==> config.mk <==
export PLATFORM = sky130hd
export DESIGN_NAME = printer_port
export DESIGN_NICKNAME = d
export VERILOG_FILES = /design/src/rtl/printer_port_pkg.sv /design/src/rtl/pp_decode.sv /design/src/rtl/pp_ready_flag.sv /design/src/rtl/pp_char_buf.sv /design/src/rtl/printer_port.sv
export SDC_FILE = /design/constraint.sdc
export NUM_CORES = 1
export LEC_CHECK = 0
export BUFFER_PORTS_ARGS = -buffer_cell sky130_fd_sc_hd__buf_4
export CAP_MARGIN = 20
export CORE_MARGIN = 2
export CORE_UTILIZATION = 34
export CTS_CLUSTER_DIAMETER = 50
export CTS_CLUSTER_SIZE = 30
export DETAILED_ROUTE_END_ITERATION = 10
export PLACE_DENSITY = 0.74
export SLEW_MARGIN = 20
export SYNTH_ARGS = -nofsm -noshare
export SYNTH_HDL_FRONTEND = slang
export SYNTH_SLANG_ARGS = --single-unit
==> constraint.sdc <==
create_clock -name clk -period 1.4 [get_ports clk]
set_input_delay 0.28 -clock clk [delete_from_list [all_inputs] [get_ports clk]]
set_output_delay 0.28 -clock clk [all_outputs]
set_load 0.05 [all_outputs]
==> src/rtl/printer_port_pkg.sv <==
package printer_port_pkg;

  localparam int FUNC_W = 3;

  typedef enum logic [FUNC_W-1:0] {
    FN_SET       = 3'd0,
    FN_SKIP_RDY  = 3'd1,
    FN_CLEAR     = 3'd2,
    FN_IDLE_A    = 3'd3,
    FN_SEND      = 3'd4,
    FN_SKIP_ANY  = 3'd5,
    FN_SEND_CLR  = 3'd6,
    FN_IDLE_B    = 3'd7
  } pp_func_e;

  typedef struct packed {
    logic set_flag;
    logic clr_flag;
    logic send_keep;
    logic send_clr;
    logic skip_rdy;
    logic skip_any;
  } pp_ops_t;

endpackage

==> src/rtl/pp_decode.sv <==
module pp_decode
  import printer_port_pkg::*;
(
  input  logic              clk,
  input  logic              rst_n,
  input  logic              iot_valid,
  input  logic [FUNC_W-1:0] iot_func,
  output pp_ops_t           ops
);

  always_comb begin
    ops = '0;
    if (iot_valid) begin
      case (pp_func_e'(iot_func))
        FN_SET:      ops.set_flag  = 1'b1;
        FN_SKIP_RDY: ops.skip_rdy  = 1'b1;
        FN_CLEAR:    ops.clr_flag  = 1'b1;
        FN_SEND:     ops.send_keep = 1'b1;
        FN_SKIP_ANY: ops.skip_any  = 1'b1;
        FN_SEND_CLR: ops.send_clr  = 1'b1;
        default:     ops = '0;
      endcase
    end
  end

  // Each code maps to at most one operation.
  assert_ops_onehot_R12: assert property (@(posedge clk) disable iff (!rst_n)
    $onehot0(ops));

  // The idle codes and a missing strobe produce no operation.
  assert_idle_codes_R12: assert property (@(posedge clk) disable iff (!rst_n)
    (!iot_valid || iot_func == 3'd3 || iot_func == 3'd7) |-> (ops == '0));

endmodule

==> src/rtl/pp_ready_flag.sv <==
module pp_ready_flag (
  input  logic clk,
  input  logic rst_n,
  input  logic set_cmd,
  input  logic clr_cmd,
  input  logic accept,
  output logic flag_q
);

  logic flag_d;

  // Instruction commands override the set caused by acceptance.
  always_comb begin
    flag_d = flag_q;
    if (accept)  flag_d = 1'b1;
    if (set_cmd) flag_d = 1'b1;
    if (clr_cmd) flag_d = 1'b0;
  end

  always_ff @(posedge clk or negedge rst_n) begin
    if (!rst_n) flag_q <= 1'b0;
    else        flag_q <= flag_d;
  end

  assert_flag_set_R2: assert property (@(posedge clk) disable iff (!rst_n)
    set_cmd |=> flag_q);

  assert_flag_clr_R3: assert property (@(posedge clk) disable iff (!rst_n)
    clr_cmd |=> !flag_q);

  assert_accept_sets_R10: assert property (@(posedge clk) disable iff (!rst_n)
    (accept && !clr_cmd) |=> flag_q);

  assert_flag_quiet_R12: assert property (@(posedge clk) disable iff (!rst_n)
    (!set_cmd && !clr_cmd && !accept) |=> $stable(flag_q));

endmodule

==> src/rtl/pp_char_buf.sv <==
module pp_char_buf #(
  parameter int ACC_W  = 12,
  parameter int CHAR_W = 8
) (
  input  logic              clk,
  input  logic              rst_n,
  input  logic              load_req,
  input  logic [ACC_W-1:0]  acc,
  input  logic              tx_ready,
  output logic              tx_valid,
  output logic [CHAR_W-1:0] tx_data,
  output logic              load_taken,
  output logic              accept
);

  function automatic logic [CHAR_W-1:0] char_of(input logic [ACC_W-1:0] a);
    return a[CHAR_W-1:0];
  endfunction

  logic stalled;

  assign accept     = tx_valid && tx_ready;
  assign stalled    = tx_valid && !tx_ready;
  assign load_taken = load_req && !stalled;

  always_ff @(posedge clk or negedge rst_n) begin
    if (!rst_n) begin
      tx_valid <= 1'b0;
      tx_data  <= '0;
    end else if (load_taken) begin
      tx_valid <= 1'b1;
      tx_data  <= char_of(acc);
    end else if (accept) begin
      tx_valid <= 1'b0;
    end
  end

  assert_hold_R9: assert property (@(posedge clk) disable iff (!rst_n)
    stalled |=> (tx_valid && $stable(tx_data)));

  assert_load_R7: assert property (@(posedge clk) disable iff (!rst_n)
    load_taken |=> (tx_valid && tx_data == $past(acc[CHAR_W-1:0])));

  assert_drop_R10: assert property (@(posedge clk) disable iff (!rst_n)
    (accept && !load_req) |=> !tx_valid);

  assert_busy_ignored_R11: assert property (@(posedge clk) disable iff (!rst_n)
    (load_req && stalled) |-> !load_taken);

endmodule

==> src/rtl/printer_port.sv <==
module printer_port
  import printer_port_pkg::*;
#(
  parameter int ACC_W  = 12,
  parameter int PC_W   = 12,
  parameter int CHAR_W = 8
) (
  input  logic              clk,
  input  logic              rst_n,
  input  logic              iot_valid,
  input  logic [FUNC_W-1:0] iot_func,
  input  logic [ACC_W-1:0]  acc_in,
  input  logic [PC_W-1:0]   pc_in,
  input  logic              kbd_flag,
  output logic              skip_req,
  output logic [PC_W-1:0]   pc_next,
  output logic              out_flag,
  output logic              tx_valid,
  output logic [CHAR_W-1:0] tx_data,
  input  logic              tx_ready
);

  localparam logic [PC_W-1:0] PC_ONE = PC_W'(1);

  function automatic logic [PC_W-1:0] pc_after(input logic [PC_W-1:0] pc, input logic skip);
    return skip ? pc + PC_ONE : pc;
  endfunction

  pp_ops_t ops;
  logic    load_req;
  logic    load_taken;
  logic    accept;
  logic    clr_cmd;

  pp_decode u_dec (
    .clk       (clk),
    .rst_n     (rst_n),
    .iot_valid (iot_valid),
    .iot_func  (iot_func),
    .ops       (ops)
  );

  assign load_req = ops.send_keep || ops.send_clr;
  assign clr_cmd  = ops.clr_flag || (ops.send_clr && load_taken);

  pp_char_buf #(.ACC_W(ACC_W), .CHAR_W(CHAR_W)) u_buf (
    .clk        (clk),
    .rst_n      (rst_n),
    .load_req   (load_req),
    .acc        (acc_in),
    .tx_ready   (tx_ready),
    .tx_valid   (tx_valid),
    .tx_data    (tx_data),
    .load_taken (load_taken),
    .accept     (accept)
  );

  pp_ready_flag u_flag (
    .clk     (clk),
    .rst_n   (rst_n),
    .set_cmd (ops.set_flag),
    .clr_cmd (clr_cmd),
    .accept  (accept),
    .flag_q  (out_flag)
  );

  assign skip_req = (ops.skip_rdy && out_flag) ||
                    (ops.skip_any && (out_flag || kbd_flag));
  assign pc_next  = pc_after(pc_in, skip_req);

  assert_skip_rdy_R4: assert property (@(posedge clk) disable iff (!rst_n)
    (iot_valid && iot_func == 3'd1) |-> (skip_req == out_flag));

  assert_skip_any_R5: assert property (@(posedge clk) disable iff (!rst_n)
    (iot_valid && iot_func == 3'd5 && kbd_flag) |-> skip_req);

  assert_pc_step_R6: assert property (@(posedge clk) disable iff (!rst_n)
    skip_req |-> (pc_next == pc_in + PC_ONE));

  assert_pc_hold_R6: assert property (@(posedge clk) disable iff (!rst_n)
    !skip_req |-> (pc_next == pc_in));

  assert_skip_strobed_R12: assert property (@(posedge clk) disable iff (!rst_n)
    skip_req |-> iot_valid);

  assert_send_clear_R8: assert property (@(posedge clk) disable iff (!rst_n)
    (iot_valid && iot_func == 3'd6 && !(tx_valid && !tx_ready)) |=> (!out_flag && tx_valid));

endmodule

Yosys cells after proc, flatten, opt, wreduce, memory -nomap -nowiden

Cells that the tools add are included.

Add/subtract/negate cells: 1
$mul: 0
Div/mod/pow operators: 0
$lt $le $gt $ge: 0
Eq/ne operators: 5
Shift operators: 0
Mux-type cells: 13
Bitwise logic cells: 0
Reductions and logical operators: 15

Operator list:

| cell                                                                  | number |
|---|---|
| 12-bit by 1-bit adder with 12-bit output, second input constant       | 1 |
| 12-bit two-way mux                                                    | 1 |
| 1-bit two-way mux                                                     | 11 |
| 3-bit equality test, second input constant                            | 3 |
| 1-bit logical AND                                                     | 6 |
| 6-bit two-way mux                                                     | 1 |
| 1-bit logical OR                                                      | 4 |
| 3-bit by 1-bit equality test with 1-bit output, second input constant | 1 |
| 3-bit by 2-bit equality test with 1-bit output, second input constant | 1 |
| 3-bit zero test                                                       | 1 |
| 3-bit nonzero test                                                    | 1 |
| 1-bit zero test                                                       | 2 |
| 2-bit nonzero test                                                    | 1 |

Bits in registers: 10
Latch bits: 0
Memory bits (writable): 0
Bits in read-only memories: 0
Input port bits: 32
Output and inout port bits: 23
Logic and storage cells: 37
Memories kept: 0

Logic depth before layout (Yosys ltp)

Depth after elaboration: 8
Gate-level depth with buffers: 5
Depth with buffers taken out: 5

Hierarchy

From an unflattened synthesis, not the netlist that was laid out.

Cells, all modules: 69
Area, all modules: 803.3 um^2

By module, submodules not included:

| module        | times used | cells an instance | area an instance (um^2) | seq. area each (um^2) |
|---|---|---|---|---|
| pp_char_buf   | 1          | 22                | 397.9                   | 225.2 |
| printer_port  | 1          | 38                | 296.5                   | 0.0 |
| pp_decode     | 1          | 6                 | 75.1                    | 0.0 |
| pp_ready_flag | 1          | 3                 | 33.8                    | 25.0 |

Least setup slack after synthesis

No wires, ideal clock.

Path kind: register to output
Start point: reg u_flag.flag_q
End point: out pc_next[3]
Arrival: 2.417 ns
Slack: -1.297 ns
Cell stages (with the launch flop): 5
Cell sequence: dfrtp_1 a21oi_2 nor2_2 and4_1 xor2_1

Longest elaborated chain between the ends: 4

RTL lines:

| element                | RTL line            | text |
|---|---|---|
| from (decl)            | pp_ready_flag.sv:7  | `output logic flag_q` |
| from (signal assigned) | pp_ready_flag.sv:22 | `else flag_q <= flag_d;` |
| 1-bit logical OR       | printer_port.sv:68  | `(ops.skip_any && (out_flag \|\| kbd_flag));` |
| 1-bit logical AND      | printer_port.sv:68  |  |
| 1-bit logical OR *     | printer_port.sv:67  | `assign skip_req = (ops.skip_rdy && out_flag) \|\|` |
| net skip_req           | printer_port.sv:15  | `output logic skip_req,` |
| 12-bit two-way mux *   | printer_port.sv:26  | `return skip ? pc + PC_ONE : pc;` |
| to (decl)              | printer_port.sv:16  | `output logic [PC_W-1:0] pc_next,` |

Mark *: on every way through the listed nets, which the timed path passes. The rest lies on a longest branch.

Worst setup path in the final report

Start point: reg u_flag.flag_q
End point: out pc_next[11]

Longest elaborated chain between the ends: 4

RTL lines:

| element              | RTL line |
|---|---|
| 1-bit logical OR     | printer_port.sv:68 |
| 1-bit logical AND    | printer_port.sv:68 |
| 1-bit logical OR *   | printer_port.sv:67 |
| 12-bit two-way mux * | printer_port.sv:26 |

Mark *: on every way between the ends. The rest lies on a longest branch, timed or not.

==> flow_metrics.tcl <==
set metrics [dict create \
    cts_tree "done" \
    ys_seq_elements 10 \
    fmax_ghz 0.528 \
    antenna_found_initial 0 \
    ys.flop_type "dfrtp_1" \
    syn_nets 91 \
    layout.cells.non_filler 161 \
    die_area_mm2 0.00235 \
    finalMaxSlewViolations 0 \
    drive_above_1_share 0.784 \
    violations "setup timing" \
    clock-sinks 10 \
    antenna-diode-count 0 \
    wl_mm 2.54 \
    regArea_um2 253 \
    io_pins 55 \
    clkTransAtPathRegs_ns 0.06 \
    synth_edf_count 0 \
    leakage_nw 0.776 \
    fin_crit_ns 1.90 \
    grt_pass1_wl_mm 4.03 \
    place_congestion 0.745 \
    hp-class "input pin to register" \
    synth_top_area_share 0.372 \
    tns_ns -5.68 \
    grt_usage 0.215 \
    cts_buffer_depth 2 \
    crit_path_max_incr_delay_ns 0.38 \
    path_cells "a21oi_4, nor4b_4, buf_4, nand3_4, xnor2_4, buf_6" \
    grt_pass1_vias 863 \
    critPathBufInv 2 \
    ctsHtreeMaxLevel 1 \
    whs_ns 0.240 \
    final.period_utilization 1.35 \
    start_kind "register" \
    syn_to_final_growth_pct 142 \
    rsz0062_at_grt "yes" \
    critical_path_required_ns 1.12 \
    cts_inserted_buffers 3 \
    ys_seq_area_frac 0.372 \
    syn-instance-count 58 \
    fin_ws_ns -0.495 \
    fillers 110 \
    via_per_inst 4.86 \
    fp.coreArea_mm2 0.00192 \
    portBuffers 50 \
    finalHoldViolations 0 \
    status "complete, but fails checks" \
    maxCapViolCount 0 \
    start_util 0.350 \
    dpl_worst_slack_ns -0.479 \
    syn-mean-instance-area_um2 11.6 \
    yosys_warnings 0 \
    firstDrtPassIters 3 \
    tightest_slew_ns 0.322 \
    async_reset_ff_frac 1.00 \
    end_kind "output pin" \
    ir_drop_v 0.000820 \
    routedWlPerCell_um 15.8 \
    overflow 0 \
    syn_area_um2 673 \
    arrival_ns 1.62 \
    fp.dieW_um 48.5 \
    fp.dieH_um 48.5 \
    multi_input_area_um2 693 \
    dpl-instance-area_mm2 0.00144 \
    clock_skew_ns 0.00185 \
    nets 168 \
    route.detailed.drc 0 \
    clk_latency_ns 0.25 \
    placed_cells 153 \
    cts_root_buf "clkbuf_4" \
    critPathTopFamily "buffers and inverters" \
    antenna_left 0 \
    final_area_mm2 0.00163 \
    rows 16 \
    slowest_stage "dfrtp_2" \
    grt_max_degree 11 \
    setup_violations 13 \
    synth.area.top_cells "dfrtp_1, mux2_1, xnor2_1" \
    slew-limit-headroom 0.785 \
    path_max_fanout 3 \
    yosysTopAreaCell "dfrtp_1" \
    drtIter0Drc 3 \
    criticalPathCategory "register to output pin" \
    power_density_mw_per_mm2 844 \
    ys_types 23 \
    num_vias 783 \
]
==> registers in the layout, summed over array words and instances, names as in the netlist <==
signal          count
u_buf.tx_data       8
u_flag.flag_q       1
u_buf.tx_valid      1
==> layout make-up <==
cell class	count	share of cell area
flip-flops and latches	10	0.155
multi-input cells	47	0.426
well taps	27	0.0208
inverters	1	0.00231
clock buffers	4	0.0223
repair buffers	72	0.373
==> path summary, 6_finish.rpt <==
| kind | startpoint | to | depth (start not counted) | slack (ns) |
|---|---|---|---|---|
| max | u_flag.flag_q | pc_next[11] | 6 | -0.50 |
| min | acc_in[5] | u_buf.tx_data[5] | 2 | 0.24 |
| max reg2reg | u_buf.tx_valid | u_buf.tx_data[4] | 3 | 0.09 |
| min reg2reg | u_buf.tx_data[1] | u_buf.tx_data[1] | 1 | 0.49 |
| max in group asynchronous | rst_n | u_buf.tx_valid | 2 | 0.88 |
| min in group asynchronous | rst_n | u_buf.tx_data[2] | 2 | 0.37 |
==> synthesized netlist by cell type, types with 2 or more instances <==
master	instances
nand2_1	6
xnor2_1	8
nand3_1	4
dfrtp_1	10
and4_1	2
nor4b_4	2
mux2_1	8
xor2_1	3
==> metrics by stage <==
| stage | total power [W] | util |
|---|---|---|
| after floorplan | 0.000797 | - |
| after global placement | 0.00107 | 0.750 |
| after detailed placement | 0.00108 | 0.750 |
| after CTS | 0.00137 | 0.827 |
| after global routing | 0.00143 | 0.846 |
| final | 0.00137 | 0.846 |
==> layer usage <==
layer  wire length [µm]  track usage  vias to the layer above  part of all wire
met4                 48       0.0762                        0             0.019
met5                  0            0                        -                 0
li1                   -            -                      360                 -
met1                952        0.268                      375              0.37
met3                121       0.0216                        8             0.048
met2               1420        0.387                       40              0.56
==> cells in the final DEF, fill, tap and decap left out, types with 2 or more instances in the layout <==
master    Yosys  final
nand2_4       0      3
clkbuf_4      0      3
nand3_4       0      3
dfrtp_1      10      8
xnor2_4       0      8
nor2_4        1      2
nand2_1       6      2
dfrtp_2       0      2
buf_4         0     55
xor2_2        0      2
buf_6         0     15
nor4b_4       2      2
mux2_1        8      8
==> repair_timing <==
item | 4_1_cts | 5_1_grt
pin swaps | 12 | 7
hold buffers | 1 | 0
gates resized for setup | 22 | 4
endpoints found under the hold margin | 10 | 0
buffers inserted | 1 | 2
endpoints found under the setup margin | 13 | 14
==> cells by family (layout without fill, tap and decap cells) <==
group / after synthesis / after routing / share of synthesized area
multiplexers: 9 / 9 / 0.151
AND/OR/NAND/NOR: 22 / 22 / 0.264
XOR/XNOR: 11 / 11 / 0.143
buffers and inverters: 1 / 77 / 0.00557
adder cells (fa/ha/maj): 1 / 1 / 0.0186
flip-flops: 10 / 10 / 0.372
AO/OA/AOI/OAI: 4 / 4 / 0.0465
==> power breakdown <==
group / internal, W / total, W / leakage [nW] / switching (W)
logic: 0.000298 / 0.000748 / 0.639 / 0.000450
clock network: 0.000157 / 0.000247 / 0.0210 / 0.0000893
registers: 0.000347 / 0.000378 / 0.116 / 0.0000310
(Power assumes the default switching activity.)
